## src/rtl/pwrup_seq_pkg.sv

```systemverilog
package pwrup_seq_pkg;

   typedef enum logic [1:0] {
      PH_OFF    = 2'd0,
      PH_WAIT   = 2'd1,
      PH_SAMPLE = 2'd2,
      PH_RUN    = 2'd3
   } phase_e;

   localparam logic [1:0] LVL_LOW  = 2'b00;
   localparam logic [1:0] LVL_MID  = 2'b01;
   localparam logic [1:0] LVL_HIGH = 2'b10;

   function automatic int unsigned delay_cycles(input int unsigned clk_khz,
                                                input int unsigned dly_us);
      return (clk_khz * dly_us) / 1000;
   endfunction

endpackage

```

## src/rtl/pwrup_sync.sv

```systemverilog
module pwrup_sync #(
   parameter int   STAGES  = 2,
   parameter logic RST_VAL = 1'b0
) (
   input  logic clk,
   input  logic rst_n,
   input  logic d,
   output logic q
);

   generate
      if (STAGES == 0) begin : g_bypass
         assign q = d;
      end else begin : g_chain
         logic [STAGES-1:0] chain;
         always_ff @(posedge clk or negedge rst_n) begin
            if (!rst_n) chain <= {STAGES{RST_VAL}};
            else if (STAGES == 1) chain[0] <= d;
            else chain <= {chain[STAGES-2:0], d};
         end
         assign q = chain[STAGES-1];
      end
   endgenerate

endmodule

```

## src/rtl/pwrup_delay_cnt.sv

```systemverilog
module pwrup_delay_cnt #(
   parameter int LENGTH = 10
) (
   input  logic clk,
   input  logic rst_n,
   input  logic clr,
   input  logic en,
   output logic done
);

   localparam int CNT_W = $clog2(LENGTH + 1);
   localparam logic [CNT_W-1:0] LAST = CNT_W'(LENGTH - 1);

   logic [CNT_W-1:0] cnt;

   always_ff @(posedge clk or negedge rst_n) begin
      if (!rst_n)              cnt <= '0;
      else if (clr)            cnt <= '0;
      else if (en && !done)    cnt <= cnt + 1'b1;
   end

   assign done = (cnt == LAST);

   // the count never runs past its terminal value
   assert_cnt_bound_R4: assert property (@(posedge clk) disable iff (!rst_n)
      en |-> (cnt <= LAST));

endmodule

```

## src/rtl/pwrup_sel_capture.sv

```systemverilog
module pwrup_sel_capture
   import pwrup_seq_pkg::*;
#(
   parameter int LO_W = 2
) (
   input  logic            clk,
   input  logic            rst_n,
   input  logic            cap,
   input  logic            clr,
   input  logic [1:0]      top_lvl,
   input  logic [LO_W-1:0] lo,
   input  logic            mult,
   output logic [LO_W:0]   sel_q,
   output logic            mult_q
);

   logic top_bit;
   assign top_bit = (top_lvl == LVL_HIGH);

   generate
      for (genvar i = 0; i < LO_W; i++) begin : g_lo
         always_ff @(posedge clk or negedge rst_n) begin
            if (!rst_n)   sel_q[i] <= 1'b0;
            else if (clr) sel_q[i] <= 1'b0;
            else if (cap) sel_q[i] <= lo[i];
         end
      end
   endgenerate

   always_ff @(posedge clk or negedge rst_n) begin
      if (!rst_n) begin
         sel_q[LO_W] <= 1'b0;
         mult_q      <= 1'b0;
      end else if (clr) begin
         sel_q[LO_W] <= 1'b0;
         mult_q      <= 1'b0;
      end else if (cap) begin
         sel_q[LO_W] <= top_bit;
         mult_q      <= mult;
      end
   end

   // a non-high level on the top pin is stored as zero
   assert_mid_zero_R6: assert property (@(posedge clk) disable iff (!rst_n)
      (cap && !clr && top_lvl != LVL_HIGH) |=> !sel_q[LO_W]);

endmodule

```

## src/rtl/pwrup_seq_fsm.sv

```systemverilog
module pwrup_seq_fsm
   import pwrup_seq_pkg::*;
(
   input  logic   clk,
   input  logic   rst_n,
   input  logic   sup_s,
   input  logic   vtt_s,
   input  logic   dly_done,
   output phase_e phase,
   output logic   cnt_clr,
   output logic   cnt_en,
   output logic   cap,
   output logic   lat_clr
);

   phase_e nxt;

   always_comb begin
      nxt = phase;
      unique case (phase)
         PH_OFF:    if (sup_s) nxt = PH_WAIT;
         PH_WAIT:   if (!sup_s) nxt = PH_OFF;
                    else if (!vtt_s) nxt = PH_SAMPLE;
         PH_SAMPLE: if (!sup_s) nxt = PH_OFF;
                    else if (vtt_s) nxt = PH_WAIT;
                    else if (dly_done) nxt = PH_RUN;
         PH_RUN:    if (!sup_s) nxt = PH_OFF;
         default:   nxt = PH_OFF;
      endcase
   end

   always_ff @(posedge clk or negedge rst_n) begin
      if (!rst_n) phase <= PH_OFF;
      else        phase <= nxt;
   end

   assign cnt_en  = (phase == PH_SAMPLE);
   assign cnt_clr = (phase != PH_SAMPLE);
   assign cap     = (phase == PH_SAMPLE) && (nxt == PH_RUN);
   assign lat_clr = (phase != PH_OFF) && (nxt == PH_OFF);

   // no exit from off without a good supply
   assert_off_hold_R2: assert property (@(posedge clk) disable iff (!rst_n)
      (phase == PH_OFF && !sup_s) |=> (phase == PH_OFF));

   // a high qualifier keeps the wait phase
   assert_wait_hold_R3: assert property (@(posedge clk) disable iff (!rst_n)
      (phase == PH_WAIT && sup_s && vtt_s) |=> (phase == PH_WAIT));

   // qualifier release during the delay returns to wait
   assert_abort_R9: assert property (@(posedge clk) disable iff (!rst_n)
      (phase == PH_SAMPLE && sup_s && vtt_s) |=> (phase == PH_WAIT));

   // supply loss always returns to off
   assert_drop_off_R10: assert property (@(posedge clk) disable iff (!rst_n)
      (phase != PH_OFF && !sup_s) |=> (phase == PH_OFF));

endmodule

```

## src/rtl/pwrup_sel_seq.sv

```systemverilog
module pwrup_sel_seq
   import pwrup_seq_pkg::*;
#(
   parameter int SEL_LO_W    = 2,
   parameter int SYNC_STAGES = 2,
   parameter int REF_CLK_KHZ = 14318,
   parameter int DELAY_US    = 250
) (
   input  logic                clk,
   input  logic                rst_n,
   input  logic                supply_ok,
   input  logic                vtt_pg_n,
   input  logic [1:0]          sel_top_lvl,
   input  logic [SEL_LO_W-1:0] sel_lo,
   input  logic                mult_pin,
   output logic                out_en,
   output logic [1:0]          phase,
   output logic [SEL_LO_W:0]   sel_latched,
   output logic                mult_latched
);

   localparam int DELAY_CYCLES = delay_cycles(REF_CLK_KHZ, DELAY_US);

   generate
      if (DELAY_US < 200 || DELAY_US > 300) begin : g_bad_delay
         $error("pwrup_sel_seq: DELAY_US must lie in 200..300");
      end
      if (DELAY_CYCLES < 1) begin : g_bad_cycles
         $error("pwrup_sel_seq: delay rounds to zero cycles");
      end
      if (SEL_LO_W < 1) begin : g_bad_width
         $error("pwrup_sel_seq: SEL_LO_W must be at least 1");
      end
      if (SYNC_STAGES < 0) begin : g_bad_sync
         $error("pwrup_sel_seq: SYNC_STAGES must not be negative");
      end
   endgenerate

   logic   sup_s, vtt_s, dly_done, cnt_clr, cnt_en, cap, lat_clr;
   phase_e ph;

   pwrup_sync #(.STAGES(SYNC_STAGES), .RST_VAL(1'b0)) u_sync_sup (
      .clk(clk), .rst_n(rst_n), .d(supply_ok), .q(sup_s));

   pwrup_sync #(.STAGES(SYNC_STAGES), .RST_VAL(1'b1)) u_sync_vtt (
      .clk(clk), .rst_n(rst_n), .d(vtt_pg_n), .q(vtt_s));

   pwrup_seq_fsm u_fsm (
      .clk(clk), .rst_n(rst_n), .sup_s(sup_s), .vtt_s(vtt_s),
      .dly_done(dly_done), .phase(ph), .cnt_clr(cnt_clr),
      .cnt_en(cnt_en), .cap(cap), .lat_clr(lat_clr));

   pwrup_delay_cnt #(.LENGTH(DELAY_CYCLES)) u_dly (
      .clk(clk), .rst_n(rst_n), .clr(cnt_clr), .en(cnt_en), .done(dly_done));

   pwrup_sel_capture #(.LO_W(SEL_LO_W)) u_cap (
      .clk(clk), .rst_n(rst_n), .cap(cap), .clr(lat_clr),
      .top_lvl(sel_top_lvl), .lo(sel_lo), .mult(mult_pin),
      .sel_q(sel_latched), .mult_q(mult_latched));

   assign phase  = ph;
   assign out_en = (ph == PH_RUN);

   // the delay ending with the qualifier still low lands in run
   assert_enter_run_R5: assert property (@(posedge clk) disable iff (!rst_n)
      (ph == PH_SAMPLE && sup_s && !vtt_s && dly_done) |=> (ph == PH_RUN));

   // captured values are frozen in run while the supply is good
   assert_run_frozen_R8: assert property (@(posedge clk) disable iff (!rst_n)
      (ph == PH_RUN && sup_s) |=> (ph == PH_RUN && $stable(sel_latched) && $stable(mult_latched)));

   // captured values read zero outside run
   assert_idle_zero_R11: assert property (@(posedge clk) disable iff (!rst_n)
      (ph != PH_RUN) |-> (sel_latched == '0 && !mult_latched));

endmodule

```

## config.mk

```make
export PLATFORM = sky130hd
export DESIGN_NAME = pwrup_sel_seq
export DESIGN_NICKNAME = d
export VERILOG_FILES = /design/src/rtl/pwrup_seq_pkg.sv /design/src/rtl/pwrup_sync.sv /design/src/rtl/pwrup_delay_cnt.sv /design/src/rtl/pwrup_sel_capture.sv /design/src/rtl/pwrup_seq_fsm.sv /design/src/rtl/pwrup_sel_seq.sv
export SDC_FILE = /design/constraint.sdc
export NUM_CORES = 1
export LEC_CHECK = 0
export BUFFER_PORTS_ARGS = -buffer_cell sky130_fd_sc_hd__buf_2
export CAP_MARGIN = 10
export CORE_UTILIZATION = 35
export DETAILED_ROUTE_END_ITERATION = 7
export SLEW_MARGIN = 30
export SYNTH_ARGS = -nofsm -noshare
export SYNTH_HDL_FRONTEND = slang
export SYNTH_SLANG_ARGS = --single-unit
```

## constraint.sdc

```tcl
create_clock -name clk -period 1.7 [get_ports clk]
set_input_delay 0.17 -clock clk [delete_from_list [all_inputs] [get_ports clk]]
set_output_delay 0.17 -clock clk [all_outputs]
set_load 0.02 [all_outputs]
```

# Yosys cells after proc, flatten, opt, wreduce, memory -nomap -nowiden
# Index checks and enable logic that the tools add are counted.
# word_totals
input_bits	9
reg_bits	22
# op_classes
reduce_logical	9
add_sub_neg	1
n_eq_ne	7
muxes	18
# ops
operator	n
$mux W12	2
$mux W2	7
$add A12 B1 Y12 const B	1
$eq A12 B12 Y1 const B	1
$eq A2 B2 Y1 const B	4
$mux W1	8
$pmux W2 S4	1
$reduce_bool A2 Y1	3
$logic_not A2 Y1	2
$logic_and A1 B1 Y1	3
$eq A2 B1 Y1 const B	1
$ne A2 B2 Y1 const B	1
$logic_not A1 Y1	1

# Logic depth before layout (Yosys ltp)
# Gate-level depths: netlist of run 1.
# logic_depth
ltp_word	9
depth_mapped	5

# By module
# Synthesis of run 1 repeated with hierarchy kept, for this count alone.
# unflattened
hier_cells	95
hier_area_um2	1017.2
# modules_own_cells
mod	n_inst	cells_each	seq_area_each_um2	area_per_inst_um2
pwrup_delay_cnt	1	63	300.3	615.6
pwrup_sel_capture	1	14	100.1	168.9
pwrup_seq_fsm	1	13	50.0	123.9
pwrup_sync (u_sync_vtt)	1	2	52.6	52.6
pwrup_sync (u_sync_sup)	1	2	50.0	50.0
pwrup_sel_seq	1	1	0.0	6.3

# Worst setup path after synthesis of run 1
# Ideal clock, no wire load.
# synth_path
path_type	flip-flop to flip-flop
startpoint	register u_dly.cnt[0]
endpoint	register u_dly.cnt[0]
path_buffers	0
required_ps	1575
path_stages_with_launch	6
arrival_time_ps	1408
setup_ps	125
slack_ps	167
path_cell_list	dfrtp_1 > inv_1 > ha_1 > nand4bb_1 > nor3_2 > mux2_2
# synth_between
elab_chain_cells	4
elab_cells_between_ends	7
cone_classes	add/sub (1); eq/ne (1); mux (2); reduce/logical (3)
# synth_rtl
item	line_no	source
from (decl)	pwrup_delay_cnt.sv:14	logic [CNT_W-1:0] cnt;
from (signal assigned)	pwrup_delay_cnt.sv:19	else if (en && !done) cnt <= cnt + 1'b1;
branches (longest 4 deep; another with $add A12 B1 Y12)	-	
# Parallel ways; which one is timed is not known. The select of a mux whose other input is x is not followed.
# A chain may end at the register's enable or synchronous reset.

# Worst setup path after layout of run 1
# layout_path
startpoint	register u_dly.cnt[0]
endpoint	register u_dly.cnt[1]
# Same word-level chain as after synthesis.

==> results of run 1 <==
==> through the flow <==
stage | total power, mW | hold slack [ps] | utilization (%)
finish | 0.897 | 79.9 | 44.4
global route | 0.942 | 86.1 | 44.4
CTS | 0.914 | 74.0 | 44.1
detailed placement | 0.613 | 172 | 41.8
global placement | 0.611 | 171 | 41.8
floorplan | 0.583 | -126 | -
==> flip-flops by register name (all words and copies together), names as in the netlist <==
| name | flops |
|---|---|
| u_sync_vtt.g_chain.chain | 2 |
| u_dly.cnt | 12 |
| u_sync_sup.g_chain.chain | 2 |
| u_cap.sel_q | 3 |
| u_cap.mult_q | 1 |
| u_fsm.phase | 2 |
==> cell usage after synthesis <==
cell type	count
mux2i_1	5
a21boi_0	1
o21ai_0	4
nor4_4	1
or3_1	4
buf_6	1
nor3_2	1
nand2_1	11
o31a_1	1
nor2_1	5
xor2_1	1
nor4_1	1
nor2b_1	1
dfrtp_1	20
nand4_2	1
clkbuf_1	1
o22ai_1	1
maj3_1	1
xnor2_1	1
and2_1	4
nand3b_1	2
ha_1	2
inv_1	3
mux2_2	2
or4_1	2
nand3_1	6
a21oi_1	6
nand2b_1	3
nand4bb_1	2
o31ai_1	2
o21bai_1	1
dfstp_2	2
==> area by class of cell <==
class                           instances  area share, %
Multi-Input combinational cell         72           38.9
Clock buffer                            4           2.89
Tap cell                               31           3.09
Timing Repair Buffer                   21           10.2
Sequential cell                        22           44.1
Inverter                                3          0.897
==> tightest hold or removal path: stages <==
cell and delay, ps:
buf_2 90, nand2_1 40, mux2i_1 60
==> report_power, final <==
group / switching (mW) / internal, mW
Sequential: 0.00987 / 0.535
Clock: 0.161 / 0.131
Combinational: 0.0345 / 0.0264
Total: 0.205 / 0.692
==> what timing repair did <==
action	CTS	global route
resized for setup	0	0
buffers inserted	0	1
hold buffers	3	0
endpoints found under the hold margin	22	0
setup endpoints to repair	0	2
==> final timing paths <==
check | from | end | slack, ps | cells after the start
hold reg to reg | u_sync_vtt.g_chain.chain[0] | u_sync_vtt.g_chain.chain[1] | 370 | 0
max in group asynchronous | rst_n | u_sync_vtt.g_chain.chain[0] | 990 | 2
setup reg to reg | u_dly.cnt[0] | u_dly.cnt[1] | 80 | 5
hold / removal | sel_lo[0] | u_cap.sel_q[0] | 80 | 3
min in group asynchronous | rst_n | u_dly.cnt[10] | 340 | 2
setup / recovery | u_dly.cnt[0] | u_dly.cnt[1] | 80 | 5
==> kinds of logic after synthesis <==
group | count (synthesis) | synth area share [%]
AOI/OAI and AO/OA | 16 | 8.91
xor gates and xnor gates | 2 | 1.64
adders and majority gates | 3 | 3.28
buffers and inverters | 5 | 2.46
DFF | 22 | 51.8
muxes | 7 | 6.80
and+or+nand+nor | 44 | 25.1
==> per-layer routing <==
| layer | up-vias | wire length [um] | part of all wire [%] |
|---|---|---|---|
| li1 | 395 | - | - |
| met1 | 390 | 874 | 45 |
| met2 | 10 | 1010 | 52 |
| met3 | 2 | 52 | 2.7 |
| met4 | 0 | 16 | 0.82 |
| met5 | - | 0 | 0 |
==> key figures, run 1 <==
Global route
  • Gr ovfl total: 0
  • Initial antenna violation count: 0
  • Number of global-route vias before repair: 775
  • Largest net degree at the start of global routing: 23
  • GRT Max-Usage Layer: met2
  • GR Util met3: 4.76%
  • Met2 Usage GRT: 23.7%
  • First-pass GRT wire length: 3.42 mm
  • Grt met1 use: 16.7%
  • Total track usage: 13.8%

Synthesis
  • Cell count after synthesis: 99
  • Synth warn: 0
  • Post-synth cell types: 32
  • Register area share after synthesis: 51.8%
  • Cell area after synthesis: 0.00107 mm2
  • Synthesized flop and latch total: 22
  • Top-area cell type share of the netlist area: 46.9%
  • Synth area leaders: dfrtp_1 47%, dfstp_2 4.9%, mux2i_1 4.7%, nand2_1 3.9%, a21oi_1 2.8%
  • Largest area contributor in the netlist: dfrtp_1
  • Avg Inst Size Synth: 10.8 um2
  • Post-Syn Nets: 110

Floorplan
  • Starting Density: 37.7%
  • DIE WIDTH: 57.2 um
  • Die Ht: 57.2 um
  • Io pins: 16
  • CORE AREA: 0.00283 mm2
  • Total die area: 0.00327 mm2
  • Rows: 19

Status
  • Outcome: complete, but fails checks
  • Failing checks: design-rule violations

Power and ir drop
  • Maximum vdd drop: 0.707 mV
  • Power per cell area: 715 mW/mm2
  • Leakage power: 0.552 nW

Setup path
  • Worst path slowest cell: dfrtp_1
  • Crit path kind: flop to flop
  • Setup crit end kind: flop
  • Max incr delay on CP: 430 ps
  • CP Max Fanout: 4
  • CP Cell Sequence: inv_1 -> ha_1 -> nand4bb_1 -> nor3_2 -> mux2_2
  • Top delay family on crit path: simple AND/OR/NAND/NOR gates
  • Startpoint Class: flop
  • Crit path required time: 1910 ps
  • Worst path bufs/invs: 1
  • WP data arrival: 1830 ps

Final layout
  • Area Growth Syn to Fin: 17.6%
  • FILL cells: 287
  • Commonest non-fill, non-tap cell in the layout: dfrtp_1
  • Ant diodes: 0
  • Design area: 0.00125 mm2
  • Final non-filler cell total: 153
  • Multi-input gate area: 488 um2
  • Seq. cell area: 553 um2
  • Commonest cells after routing, fill and taps aside: 20 x dfrtp_1, 15 x buf_2, 11 x nand2_1
  • Layout cell share with drive strength beyond 1: 23.8%
  • Nets: 134

Timing
  • Least-Margin Pin Slew: 520 ps
  • Hold Fails Final Rpt: 0
  • Setup violators final: 0
  • Post-route minimum period: 1620 ps
  • Setup TNS: 0 ps
  • RSZ-0062 raised after global routing: no
  • Fmax: 618 MHz
  • Final Max Tran Viols: 0
  • Slew HR: 65.2%
  • Final worst setup slack: 80.9 ps
  • Final Cycle Share: 95.2%
  • Setup Skew: 12.6 ps

Drt
  • Post-route ant nets: 0
  • Initial DRC count: 18
  • Via count: 797
  • Total Routed Length: 1.96 mm
  • DRC viols: 2
  • DRT Pass-1 Iters: 6
  • Wire per inst: 12.8 um
  • Via-to-Cell Ratio: 5.21

Place
  • Routability cong.: 0.786
  • Detailed placer's ending HPWL: 1.42 mm
  • DP Area: 0.00118 mm2
  • Place WS: 86.5 ps
  • Port Buffers: 15
  • Cells after DPL: 145

Clocking
  • TritonCTS clock tree: yes
  • Clk slew on worst S/H paths: 130 ps
  • CTS H-tree lvls: 1
  • Clock Sinks: 22
  • CTS buffer count: 3
  • Clock tree buffer depth: 2
  • Clk Tree Root Cell: clkbuf_4
  • Worst-Skew Late Latency: 310 ps

Worst hold path
  • Worst hold path type: input pin to flop

Job
  • Max Cap Violations: 0
Note: power is estimated with default switching activity, not from simulation.
==> inputs of run 2 (changes only) <==
RECOVER_POWER = 100   (was not set)
==> key figures, run 2 (same netlist as run 1, synthesis figures left out) <==
Power and ir drop
  • Maximum vdd drop: 0.707 mV
  • Leakage power: 0.517 nW
  • Power per cell area: 720 mW/mm2

Drt
  • Total Routed Length: 1.96 mm
  • Post-route ant nets: 0
  • Initial DRC count: 22
  • DRT Pass-1 Iters: 6
  • Via-to-Cell Ratio: 5.20
  • Via count: 796
  • DRC viols: 2
  • Wire per inst: 12.8 um

Global route
  • Gr ovfl total: 0
  • First-pass GRT wire length: 3.42 mm
  • Largest net degree at the start of global routing: 23
  • Initial antenna violation count: 0
  • Number of global-route vias before repair: 775
  • Total track usage: 13.8%

Clocking
  • CTS H-tree lvls: 1
  • Clock Sinks: 22
  • Clk Tree Root Cell: clkbuf_4
  • Clock tree buffer depth: 2
  • CTS buffer count: 3
  • Clk slew on worst S/H paths: 130 ps
  • Resized cells post-CTS: 0
  • Worst-Skew Late Latency: 310 ps
  • TritonCTS clock tree: yes

Place
  • DP Area: 0.00118 mm2
  • Place WS: 86.5 ps
  • Port Buffers: 15
  • Routability cong.: 0.786
  • Detailed placer's ending HPWL: 1.42 mm

Floorplan
  • Total die area: 0.00327 mm2
  • Die Ht: 57.2 um
  • Io pins: 16
  • DIE WIDTH: 57.2 um
  • CORE AREA: 0.00283 mm2
  • Rows: 19
  • Starting Density: 37.7%

Setup path
  • R2r setup slk: 80 ps
  • R2r worst-path depth: 6
  • Worst reg2reg endpoint: u_cap.sel_q[2]
  • Worst r2r src: u_dly.cnt[0]
  • WP data arrival: 1870 ps
  • Crit path required time: 1950 ps
  • Setup crit end kind: flop
  • Startpoint Class: flop
  • Crit path kind: flop to flop
  • CP Max Fanout: 4

Worst hold path
  • Worst hold path depth: 3
  • Worst Hold End: u_cap.sel_q[0]
  • Start point of the worst hold path: sel_lo[0]
  • Worst hold path type: input pin to flop

Final layout
  • Ant diodes: 0
  • Layout cell share with drive strength beyond 1: 16.4%
  • Commonest cells after routing, fill and taps aside: 20 x dfrtp_1, 11 x nand2_1, 8 x clkbuf_1
  • Register name with the most flops: u_dly.cnt
  • Largest registers: u_dly.cnt x12, u_cap.sel_q x3
  • Max reg flops: 12
  • Design area: 0.00124 mm2
  • Commonest non-fill, non-tap cell in the layout: dfrtp_1
  • Nets: 134
  • Area Growth Syn to Fin: 16.4%

Timing
  • Slew HR: 21.1%
  • Setup TNS: 0 ps
  • Hold Fails Final Rpt: 0
  • Fmax: 616 MHz
  • WHS: 79.8 ps
  • Final worst setup slack: 75.9 ps
  • Setup violators final: 0
  • Post-route minimum period: 1620 ps
  • Least-Margin Pin Slew: 1180 ps
  • Final Max Tran Viols: 0
  • Final Cycle Share: 95.5%
  • Setup Skew: 12.6 ps
  • RSZ-0062 raised after global routing: no

Status
  • Outcome: complete, but fails checks
  • Failing checks: design-rule violations

Job
  • Max Cap Violations: 0
==> run 2: cell count changes in the layout (fill, tap and decap cells not counted) <==
cell and change:
and2_1 -1, clkbuf_4 +1, clkbuf_2 +1, dfstp_2 -1, buf_2 -8, clkbuf_1 +8, dfstp_1 +1, and2_0 +1
buf_4 -2
==> run 2: worst max path at each step <==
stage	endpoint	depth (start not counted)	slack, ps	start
after floorplan	u_dly.cnt[0]	5	170	u_dly.cnt[0]
after global placement	u_cap.sel_q[0]	5	140	u_dly.cnt[0]
after detailed placement	u_cap.sel_q[0]	5	90	u_dly.cnt[0]
after CTS	u_cap.sel_q[2]	5	50	u_dly.cnt[0]
after global routing	u_cap.sel_q[1]	6	3	u_dly.cnt[0]
final	u_cap.sel_q[2]	6	80	u_dly.cnt[0]
==> run 2: repair_timing <==
item | 4_1_cts | 5_1_grt
endpoints found under the hold margin | 22 | 0
setup buffers | 0 | 1
hold buffers | 3 | 0
setup endpoints to repair | 0 | 2
==> run 2: per-stage QoR <==
step | power, mW | utilization, % | std cells
after floorplan | 0.583 | - | 99
after global placement | 0.611 | 41.8 | 145
final | 0.895 | 43.9 | 153
after global routing | 0.940 | 43.9 | 153
after CTS | 0.914 | 44.1 | 152
after detailed placement | 0.613 | 41.8 | 145
==> run 2: layer usage <==
layer / vias up / routed length [um] / track usage (%)
met3: 2 / 54 / 4.76
met5: - / 0 / 0
met2: 10 / 1000 / 23.7
met1: 388 / 889 / 16.7
met4: 0 / 16 / 3.14
li1: 396 / - / -
==> run 2: critical path, cell delays in order (launching register included) <==
cell       delay (ps)
dfrtp_1           430
inv_1              90
ha_1              140
nand4bb_1         190
nor4_4            290
clkbuf_2          220
mux2i_1           200
==> run 2: cell type report <==
class	instances	area, um2
fillers	290	1590
multi-input cells	72	488
clock buffers	4	36.3
flip-flops and latches	22	553
inverters	3	11.3
well taps	31	38.8
repair buffers	21	115
==> run 2: where the power goes <==
| group | internal [mW] | switching [mW] | leakage (nW) |
|---|---|---|---|
| Sequential | 0.534 | 0.0100 | 0.293 |
| Clock | 0.131 | 0.161 | 0.0210 |
| Combinational | 0.0249 | 0.0345 | 0.203 |
| Total | 0.690 | 0.205 | 0.517 |
==> inputs of run 3 (changes only) <==
BUFFER_PORTS_ARGS = not set   (was -buffer_cell sky130_fd_sc_hd__buf_2)
DONT_BUFFER_PORTS = 1   (was not set)
==> key figures, run 3 (same netlist as run 1, synthesis figures left out) <==
Drt
  • Met2 WL: 957 um
  • Via count: 775
  • Via-to-Cell Ratio: 5.38
  • DRT Pass-1 Iters: 6
  • Total Routed Length: 1.91 mm
  • Post-route ant nets: 0
  • Met3 WL: 55 um
  • Wl on met1: 869 um
  • Initial DRC count: 25
  • Wire per inst: 13.3 um
  • DRC viols: 3
  • Top Layer Used: met4

Clocking
  • Clock Sinks: 22
  • Clk Tree Root Cell: clkbuf_4
  • Worst-Skew Late Latency: 310 ps
  • Clk slew on worst S/H paths: 130 ps
  • CTS buffer count: 3
  • CTS H-tree lvls: 1
  • Clock tree buffer depth: 2
  • TritonCTS clock tree: yes

Final layout
  • FILL cells: 263
  • Commonest cells after routing, fill and taps aside: 20 x dfrtp_1, 11 x nand2_1, 6 x nand3_1, 6 x a21oi_1, 6 x dlygate4sd3_1
  • Commonest non-fill, non-tap cell in the layout: dfrtp_1
  • Core Util, Final: 43.9%
  • Nets: 125
  • Area Growth Syn to Fin: 16.4%
  • Max reg flops: 12
  • Design area: 0.00124 mm2
  • Largest registers: u_dly.cnt x12, u_cap.sel_q x3
  • Register name with the most flops: u_dly.cnt
  • Final non-filler cell total: 144
  • Layout cell share with drive strength beyond 1: 12.4%
  • Ant diodes: 0

Setup path
  • Worst path slowest cell: dfrtp_1
  • CP Cell Sequence: clkbuf_1 -> and2_0
  • Setup crit end kind: primary output
  • Max incr delay on CP: 410 ps
  • Worst path bufs/invs: 1
  • WP data arrival: 1400 ps
  • CP Max Fanout: 5
  • Crit path required time: 1530 ps
  • Top delay family on crit path: flip-flops
  • Crit path kind: flop to primary output
  • Startpoint Class: flop

Timing
  • Fmax: 636 MHz
  • Final Cycle Share: 92.5%
  • Slew HR: 22.5%
  • Setup violators final: 0
  • Final Max Tran Viols: 0
  • Post-route minimum period: 1570 ps
  • Setup TNS: 0 ps
  • Setup Skew: 6.79 ps
  • RSZ-0062 raised after global routing: no
  • Least-Margin Pin Slew: 1160 ps
  • Hold Fails Final Rpt: 0

Place
  • Detailed placer's ending HPWL: 1.38 mm
  • Cells after DPL: 132
  • Routability cong.: 0.740
  • Port Buffers: 0
  • DP Area: 0.00112 mm2

Floorplan
  • CORE AREA: 0.00283 mm2
  • Die Ht: 57.2 um
  • Io pins: 16
  • DIE WIDTH: 57.2 um
  • Rows: 19
  • Total die area: 0.00327 mm2
  • Starting Density: 37.7%

Global route
  • Largest net degree at the start of global routing: 23
  • Gr ovfl total: 0
  • Initial antenna violation count: 0
  • First-pass GRT wire length: 3.37 mm
  • Total track usage: 13.5%
  • Number of global-route vias before repair: 800

Job
  • Max Cap Violations: 0

Power and ir drop
  • Maximum vdd drop: 0.314 mV
  • Power per cell area: 809 mW/mm2
  • Total power: 1.01 mW
  • Leakage power: 0.509 nW

Worst hold path
  • Worst hold path type: input pin to flop

Status
  • Failing checks: design-rule violations
  • Outcome: complete, but fails checks
-- run 3: cell types whose count changed in the layout (fill, tap and decap cells not counted), moves of 2 or more --
cell	previous run	this run
and2_1	3	1
clkbuf_1	8	3
and2_0	1	3
buf_4	1	3
buf_2	7	0
dlygate4sd3_1	3	6
-- run 3: area by class of cell --
cell class / instances / area, um2 / share of cell area, %
Inverter: 3 / 11.3 / 0.906
Clock buffer: 3 / 22.5 / 1.81
Clock inverter: 1 / 30.0 / 2.42
Timing Repair Buffer: 12 / 93.8 / 7.55
Multi-Input combinational cell: 72 / 493 / 39.7
Sequential cell: 22 / 553 / 44.5
Tap cell: 31 / 38.8 / 3.12
-- run 3: through the flow --
step	worst slack (ps)	hold slack, ps
after floorplan	167	-126
after global placement	105	-125
after detailed placement	49.6	-125
after CTS	29.8	16.3
after global routing	40.8	13.4
final	127	18.5
-- run 3: worst paths after layout --
kind / start / to / slack [ps] / depth (start not counted)
setup / recovery: u_fsm.phase[1] / out_en / 130 / 2
hold / removal: sel_top_lvl[1] / u_cap.sel_q[2] / 20 / 2
setup reg to reg: u_dly.cnt[0] / u_dly.cnt[0] / 200 / 5
hold reg to reg: u_sync_sup.g_chain.chain[0] / u_sync_sup.g_chain.chain[1] / 360 / 0
max in group asynchronous: rst_n / u_dly.cnt[7] / 390 / 2
min in group asynchronous: rst_n / u_dly.cnt[0] / 620 / 2
-- run 3: repair_timing --
action | 4_1_cts | 5_1_grt
hold buffers | 6 | 1
resized for setup | 0 | 3
hold endpoints to repair | 27 | 20
setup buffers | 0 | 1
endpoints found under the setup margin | 0 | 6
-- run 3: layer usage --
| metal | vias up | GRT usage, % |
|---|---|---|
| li1 | 382 | - |
| met1 | 381 | 16.6 |
| met2 | 8 | 23.0 |
| met3 | 4 | 3.63 |
| met4 | 0 | 4.53 |
| met5 | - | 0 |
-- run 3: where the power goes --
group	switching [mW]	internal, mW	total, mW
Combinational	0.0369	0.0248	0.0617
Clock	0.163	0.238	0.402
Sequential	0.00717	0.535	0.542
